**config.mk**
```make
export PLATFORM = sky130hd
export DESIGN_NAME = chb9_state_seq
export DESIGN_NICKNAME = d
export VERILOG_FILES = /design/src/rtl/chb9_pkg.sv /design/src/rtl/chb9_cell_drv.sv /design/src/rtl/chb9_seg_ctrl.sv /design/src/rtl/chb9_state_seq.sv
export SDC_FILE = /design/constraint.sdc
export NUM_CORES = 1
export LEC_CHECK = 0
export ABC_AREA = 1
export CORE_MARGIN = 2
export CORE_UTILIZATION = 60
export CTS_BUF_LIST = sky130_fd_sc_hd__clkbuf_4
export DETAILED_ROUTE_END_ITERATION = 8
export PLACE_DENSITY = 0.91
export SYNTH_ARGS = -nofsm -noshare
export SYNTH_HDL_FRONTEND = slang
export SYNTH_SLANG_ARGS = --single-unit
```
**constraint.sdc**
```tcl
create_clock -name clk -period 5.3 [get_ports clk]
set_clock_uncertainty 0.05 [all_clocks]
set_input_delay 1.06 -clock clk [delete_from_list [all_inputs] [get_ports clk]]
set_output_delay 1.06 -clock clk [all_outputs]
set_load 0.005 [all_outputs]
```
**src/rtl/chb9_pkg.sv**
```systemverilog
`timescale 1ns/1ps
package chb9_pkg;
  localparam int LVL_W = 4;
  localparam int NVEC  = 3;
  localparam int NSEG  = 2 * NVEC;

  typedef logic signed [LVL_W-1:0] lvl_t;
  typedef logic signed [1:0]       cell_t;

  localparam logic [3:0] G_POS  = 4'b0011;
  localparam logic [3:0] G_NEG  = 4'b1100;
  localparam logic [3:0] G_ZTOP = 4'b0101;
  localparam logic [3:0] G_ZBOT = 4'b1010;

  localparam lvl_t LVL_MAX = 4'sd4;
  localparam lvl_t LVL_MIN = -4'sd4;

  function automatic lvl_t sat_lvl(lvl_t x);
    if (x > LVL_MAX) return LVL_MAX;
    if (x < LVL_MIN) return LVL_MIN;
    return x;
  endfunction

  // state of the 3E cell for a phase level
  function automatic cell_t coarse_of(lvl_t x);
    if (x >= 4'sd2)  return 2'sd1;
    if (x <= -4'sd2) return cell_t'(-1);
    return 2'sd0;
  endfunction

  // remainder carried by the E cell
  function automatic cell_t fine_of(lvl_t x, cell_t c);
    lvl_t r;
    r = x - (lvl_t'(c) * 4'sd3);
    return cell_t'(r);
  endfunction
endpackage

```
**src/rtl/chb9_cell_drv.sv**
```systemverilog
`timescale 1ns/1ps
module chb9_cell_drv
  import chb9_pkg::*;
(
  input  logic       clk,
  input  logic       rst,
  input  logic       load,
  input  cell_t      st,
  output logic [3:0] gate
);
  logic  on_q;
  cell_t cur_q;
  logic  zl_q;   // last zero pair used: 0 top, 1 bottom

  always_ff @(posedge clk) begin
    if (rst) begin
      on_q  <= 1'b0;
      cur_q <= '0;
      zl_q  <= 1'b1;
      gate  <= '0;
    end else if (load) begin
      on_q  <= 1'b1;
      cur_q <= st;
      if (st == 2'sd0) begin
        if (!on_q || cur_q != 2'sd0) begin
          gate <= zl_q ? G_ZTOP : G_ZBOT;
          zl_q <= ~zl_q;
        end
      end else if (st[1]) begin
        gate <= G_NEG;
      end else begin
        gate <= G_POS;
      end
    end
  end

  AST_GATE_LEGAL: assert property (@(posedge clk) disable iff (rst)
    (gate == 4'b0000 || gate == G_POS || gate == G_NEG ||
     gate == G_ZTOP || gate == G_ZBOT));

  AST_GATE_HOLD: assert property (@(posedge clk) disable iff (rst)
    !load |=> $stable(gate));
endmodule

```
**src/rtl/chb9_seg_ctrl.sv**
```systemverilog
`timescale 1ns/1ps
module chb9_seg_ctrl
  import chb9_pkg::*;
#(
  parameter int DW = 8
) (
  input  logic              clk,
  input  logic              rst,
  input  logic              start,
  input  logic [NVEC*DW-1:0] dwell,
  output logic              apply,
  output logic [1:0]        vsel
);
  localparam logic [2:0] SEG_IDLE = 3'(NSEG);

  logic [DW-1:0] fh_new [NVEC];
  logic [DW-1:0] sh_new [NVEC];
  logic [DW-1:0] fh_q   [NVEC];
  logic [DW-1:0] sh_q   [NVEC];
  logic [DW-1:0] len_new [8];
  logic [DW-1:0] len_q   [8];
  logic [2:0]    seg_q, nxt_start, nxt_adv;
  logic [DW-1:0] cnt_q;
  logic          adv;

  for (genvar v = 0; v < NVEC; v++) begin : g_half
    logic [DW:0] d_ext;
    assign d_ext     = {1'b0, dwell[v*DW +: DW]};
    assign fh_new[v] = DW'((d_ext + (DW+1)'(1)) >> 1);
    assign sh_new[v] = dwell[v*DW +: DW] >> 1;
  end

  always_comb begin
    for (int s = 0; s < 8; s++) begin
      len_new[s] = '0;
      len_q[s]   = '0;
    end
    for (int v = 0; v < NVEC; v++) begin
      len_new[v]        = fh_new[v];
      len_new[NSEG-1-v] = sh_new[v];
      len_q[v]          = fh_q[v];
      len_q[NSEG-1-v]   = sh_q[v];
    end
  end

  always_comb begin
    nxt_start = SEG_IDLE;
    nxt_adv   = SEG_IDLE;
    for (int s = NSEG-1; s >= 0; s--) begin
      if (len_new[s] != '0) nxt_start = 3'(s);
      if ((3'(s) > seg_q) && (len_q[s] != '0)) nxt_adv = 3'(s);
    end
  end

  function automatic logic [1:0] seg_vec(logic [2:0] s);
    return (s < 3'(NVEC)) ? s[1:0] : 2'(3'(NSEG-1) - s);
  endfunction

  assign adv   = (seg_q != SEG_IDLE) && (cnt_q == '0);
  assign apply = start ? (nxt_start != SEG_IDLE) : (adv && (nxt_adv != SEG_IDLE));
  assign vsel  = seg_vec(start ? nxt_start : nxt_adv);

  always_ff @(posedge clk) begin
    if (rst) begin
      seg_q <= SEG_IDLE;
      cnt_q <= '0;
      for (int v = 0; v < NVEC; v++) begin
        fh_q[v] <= '0;
        sh_q[v] <= '0;
      end
    end else if (start) begin
      for (int v = 0; v < NVEC; v++) begin
        fh_q[v] <= fh_new[v];
        sh_q[v] <= sh_new[v];
      end
      seg_q <= nxt_start;
      cnt_q <= (nxt_start != SEG_IDLE) ? len_new[nxt_start] - DW'(1) : '0;
    end else if (seg_q != SEG_IDLE) begin
      if (cnt_q != '0) begin
        cnt_q <= cnt_q - DW'(1);
      end else begin
        seg_q <= nxt_adv;
        cnt_q <= (nxt_adv != SEG_IDLE) ? len_q[nxt_adv] - DW'(1) : '0;
      end
    end
  end

  AST_SEG_RANGE: assert property (@(posedge clk) disable iff (rst)
    seg_q <= SEG_IDLE);

  AST_CNT_BOUND: assert property (@(posedge clk) disable iff (rst)
    (seg_q != SEG_IDLE) |-> (cnt_q < len_q[seg_q]));
endmodule

```
**src/rtl/chb9_state_seq.sv**
```systemverilog
`timescale 1ns/1ps
module chb9_state_seq
  import chb9_pkg::*;
#(
  parameter int NPH = 3,
  parameter int DW  = 8
) (
  input  logic                        clk,
  input  logic                        rst,
  input  logic                        period_start,
  input  logic [NVEC*NPH*LVL_W-1:0]   vec_lvl,
  input  logic [NVEC*DW-1:0]          dwell,
  output logic [NPH*8-1:0]            gate
);
  logic       apply;
  logic [1:0] vsel;
  lvl_t       lvl_q [NVEC][NPH];

  always_ff @(posedge clk) begin
    if (rst) begin
      for (int v = 0; v < NVEC; v++)
        for (int p = 0; p < NPH; p++)
          lvl_q[v][p] <= '0;
    end else if (period_start) begin
      for (int v = 0; v < NVEC; v++)
        for (int p = 0; p < NPH; p++)
          lvl_q[v][p] <= sat_lvl(lvl_t'(vec_lvl[(v*NPH+p)*LVL_W +: LVL_W]));
    end
  end

  chb9_seg_ctrl #(.DW(DW)) seg_i (
    .clk   (clk),
    .rst   (rst),
    .start (period_start),
    .dwell (dwell),
    .apply (apply),
    .vsel  (vsel)
  );

  for (genvar p = 0; p < NPH; p++) begin : g_ph
    lvl_t  src;
    cell_t st_big, st_small;
    lvl_t  app_lvl;
    logic  app_ok;
    logic signed [LVL_W:0] step;

    always_comb begin
      src = '0;
      for (int v = 0; v < NVEC; v++) begin
        if (vsel == 2'(v))
          src = period_start ? sat_lvl(lvl_t'(vec_lvl[(v*NPH+p)*LVL_W +: LVL_W]))
                             : lvl_q[v][p];
      end
    end

    assign st_big   = coarse_of(src);
    assign st_small = fine_of(src, st_big);

    chb9_cell_drv cell_e_i (
      .clk  (clk),
      .rst  (rst),
      .load (apply),
      .st   (st_small),
      .gate (gate[(p*2+0)*4 +: 4])
    );

    chb9_cell_drv cell_3e_i (
      .clk  (clk),
      .rst  (rst),
      .load (apply),
      .st   (st_big),
      .gate (gate[(p*2+1)*4 +: 4])
    );

    always_ff @(posedge clk) begin
      if (rst) begin
        app_lvl <= '0;
        app_ok  <= 1'b0;
      end else if (apply) begin
        app_lvl <= src;
        app_ok  <= 1'b1;
      end
    end

    assign step = (LVL_W+1)'(src) - (LVL_W+1)'(app_lvl);

    AST_STEP_ONE: assert property (@(posedge clk) disable iff (rst)
      (apply && !period_start && app_ok) |-> (step <= 5'sd1 && step >= -5'sd1));
  end
endmodule

```
==> Flow_metrics.wiki <==
{| class="wikitable"
! Metric !! Value
|-
| Outcome || finished clean
|-
| Most frequent CP cell || sky130_fd_sc_hd__nand2_1
|-
| Max-Slew Margin vs Limit || 26.89%
|-
| Die outline height || 123.4 um
|-
| Ys Warns || 0
|-
| Worst-case setup slack after placement || -36.53 ps
|-
| Half-perimeter wire length of the detailed placement result || 16280 um
|-
| Remaining Overflow, GRT || 0
|-
| Clock buffers created by TritonCTS || 17
|-
| CP Buf/Inv Count || 3
|-
| Port bufs || 86
|-
| Synthesis-to-finish area growth || 15.97%
|-
| Final setup fails || 0
|-
| Delay of the slowest cell on the worst path || 540 ps
|-
| Post-cts resize count || 0
|-
| Slew at the pin closest to its max-slew limit || 1097 ps
|-
| Pin count of the biggest net entering global routing || 82
|-
| Post-synthesis average cell area || 7.064 um2
|-
| Most used cells in the layout excluding fill and tap cells || sky130_fd_sc_hd__nand2_1, sky130_fd_sc_hd__nor2_1, sky130_fd_sc_hd__inv_1
|-
| CTS Sinks || 135
|-
| Final Hold Vio Count || 0
|-
| Row count || 43
|-
| Max IR drop VDD || 0.1979 mV
|-
| Sequential element share of the synthesized area || 41.07%
|-
| Least setup slack across all paths after layout || 466.3 ps
|-
| Clock Path Buffers || 2
|-
| Share of the clock period used by the worst path after layout || 91.20%
|-
| TritonCTS clock tree || done
|-
| Placed instance count || 1460
|-
| Shortest clock period the worst path allows after layout || 4834 ps
|-
| Dominant register cell in the synthesized netlist || sky130_fd_sc_hd__edfxtp_1
|-
| Total power consumption of the routed design || 3921 uW
|-
| Data required time at the worst endpoint || 5710 ps
|-
| Max cap viols || 0
|-
| Count of TritonRoute iterations in the first routing pass || 7
|-
| Antenna viol nets, final || 0
|-
| Clock transition at the registers of the reported paths || 120 ps
|-
| Post-route non-filler standard cell count || 1493
|-
| Top achievable clock speed || 206.9 MHz
|-
| Maximum fanout encountered on the critical timing path || 9
|-
| GP Congestion || 0.9348
|-
| Unrepaired setup endpoints after global routing || no
|-
| H-tree depth reported by CTS || 4
|-
| Postcts setup bufs || 0
|-
| Width of the die || 123.4 um
|-
| Number of global-route vias before repair || 7595
|-
| Post-Syn Instances || 1211
|-
| Setup Crit Path Kind || input port to flip-flop
|-
| Most common cell after layout, fill and taps aside || sky130_fd_sc_hd__nand2_1
|-
| Cts-stage hold buffer count || 0
|-
| Global-route wire length before repair || 35850 um
|-
| Die outline area || 15230 um2
|-
| Total count of max-transition violations in the final report || 0
|-
| Total of flip-flops plus latches after synthesis || 135
|-
| Final routed DRC violation total || 0
|-
| Setup crit end kind || flip-flop
|-
| Root Buffer Master || sky130_fd_sc_hd__clkbuf_4
|-
| Initial antenna violation count || 1
|-
| Mapped Area || 8554 um2
|-
| P_leak || 0.004564 uW
|-
| GRT Total Usage || 30.11%
|-
| Standard cell with the maximum stage delay on the critical path || sky130_fd_sc_hd__clkdlybuf4s50_1
|-
| Core area || 13880 um2
|-
| Routed vias/inst || 5.703
|-
| EDFF count, synth || 81
|-
| Net count of the mapped netlist || 1284
|-
| Worst R2R Setup Slack || 870 ps
|-
| Post-layout nets || 1372
|-
| Cell class contributing the biggest share of worst-path delay || simple AND/OR/NAND/NOR gates
|-
| IO Count || 87
|-
| Insertion delay of the later-clocked pin in the worst-skew pair || 590 ps
|-
| Data arrival time of the worst path || 5240 ps
|-
| Wire per inst || 14.81 um
|-
| Unique masters post-synth || 52
|-
| Synth async-reset ratio || 0%
|-
| Number of DRC markers after the initial detailed-route iteration || 1030
|-
| Power per cell area || 395.2 nW/um2
|-
| Worst hold path type || flip-flop to flip-flop
|-
| Initial Utilization || 61.63%
|-
| Fraction of final layout cells sized beyond drive strength 1 || 9.756%
|-
| Sort of element at the start of the critical path || input port
|-
| Vias || 8514
|-
| Final wirelength || 22110 um
|}
## cell usage after synthesis, types with 6 or more instances
library cell	n	area [um2]
sky130_fd_sc_hd__a21oi_1	57	285.3
sky130_fd_sc_hd__buf_2	6	30.03
sky130_fd_sc_hd__clkbuf_1	21	78.83
sky130_fd_sc_hd__dfxtp_1	54	1081
sky130_fd_sc_hd__edfxtp_1	81	2432
sky130_fd_sc_hd__ha_1	10	125.1
sky130_fd_sc_hd__inv_1	126	473.0
sky130_fd_sc_hd__inv_2	10	37.54
sky130_fd_sc_hd__nand2_1	298	1119
sky130_fd_sc_hd__nand2_2	17	106.4
sky130_fd_sc_hd__nand3_1	79	395.4
sky130_fd_sc_hd__nand3_2	9	90.09
sky130_fd_sc_hd__nand4_1	17	106.4
sky130_fd_sc_hd__nor2_1	214	803.3
sky130_fd_sc_hd__nor2_2	8	50.05
sky130_fd_sc_hd__nor3_1	19	95.09
sky130_fd_sc_hd__o211ai_1	12	90.09
sky130_fd_sc_hd__o21ai_0	84	420.4
sky130_fd_sc_hd__o22ai_1	6	37.54
sky130_fd_sc_hd__or2_2	9	56.30
sky130_fd_sc_hd__xor2_1	6	52.55
## registers in the layout, indices dropped and copies added (netlist names)
| register | flops |
|---|---|
| seg_i.cnt_q | 8 |
| lvl_q | 36 |
| g_ph.cell_3e_i.cur_q | 6 |
| g_ph.cell_e_i.gate | 12 |
| g_ph.cell_e_i.zl_q | 3 |
| seg_i.seg_q | 3 |
| seg_i.fh_q | 24 |
| g_ph.cell_3e_i.on_q | 1 |
| g_ph.cell_3e_i.gate | 12 |
| g_ph.cell_e_i.cur_q | 6 |
| g_ph.cell_3e_i.zl_q | 3 |
| seg_i.sh_q | 21 |
## worst reg2reg max path: cells and delay by family, from the launching register on
family | cells | cell delay, ps
AOI/OAI and AO/OA | 1 | 170
adders and majority gates | 1 | 290
buffers and inverters | 2 | 350
DFF | 1 | 470
and+or+nand+nor | 26 | 2970
## path summary, 6_finish.rpt
kind	startpoint	to	cells past startpoint
worst max register to register	seg_i.sh_q[0][4]	g_ph[0].cell_e_i.zl_q	30
worst min-delay path	g_ph[1].cell_3e_i.cur_q[0]	g_ph[1].cell_3e_i.cur_q[0]	2
worst min register to register	g_ph[1].cell_3e_i.cur_q[0]	g_ph[1].cell_3e_i.cur_q[0]	2
worst max-delay path	dwell[17]	g_ph[0].cell_e_i.zl_q	30
## logic make-up (layout without fill, tap and decap cells)
logic type,count (synthesis),count (layout),share of synthesized area (%)
DFF,135,135,41.07
other,0,1,0
adders and majority gates,10,10,1.463
and+or+nand+nor,695,695,35.95
xor gates and xnor gates,10,10,1.024
buffers and inverters,174,275,7.884
AOI/OAI and AO/OA,187,187,12.61
## through the flow
step	instance area [um2]	util (%)	hold slack (ps)	setup TNS, ps
2_1_floorplan	8554	-	394.4	0
3_3_place_gp	9644	69.48	403.1	0
3_5_place_dp	9644	69.48	409.5	-36.53
4_1_cts	9918	71.45	434.7	0
5_1_grt	9921	71.47	454.2	0
6_report	9921	71.47	433.5	0
## power breakdown
group	internal, uW	leakage [uW]	switching [uW]	total (uW)
logic	699	0.00311	1150	1840
registers	1300	0.00132	107	1410
clock network	240	0.000137	429	669
total	2240	0.00456	1680	3920
## layout make-up
type,instances,area [um2]
clock inverters,15,146.4
flip-flops and latches,135,3513
clock buffers,17,127.6
repair buffers,103,1001
diodes,1,2.502
fillers,1135,3960
well taps,180,225.2
multi-input cells,902,4377
inverters,140,528.0
## metal layers
layer	wire [um]	track usage, %
met1	9162	40.48
met5	0	0
met3	2208	7.149
met2	10170	47.60
met4	568	10.65
Note: power is estimated with default switching activity, not from simulation.
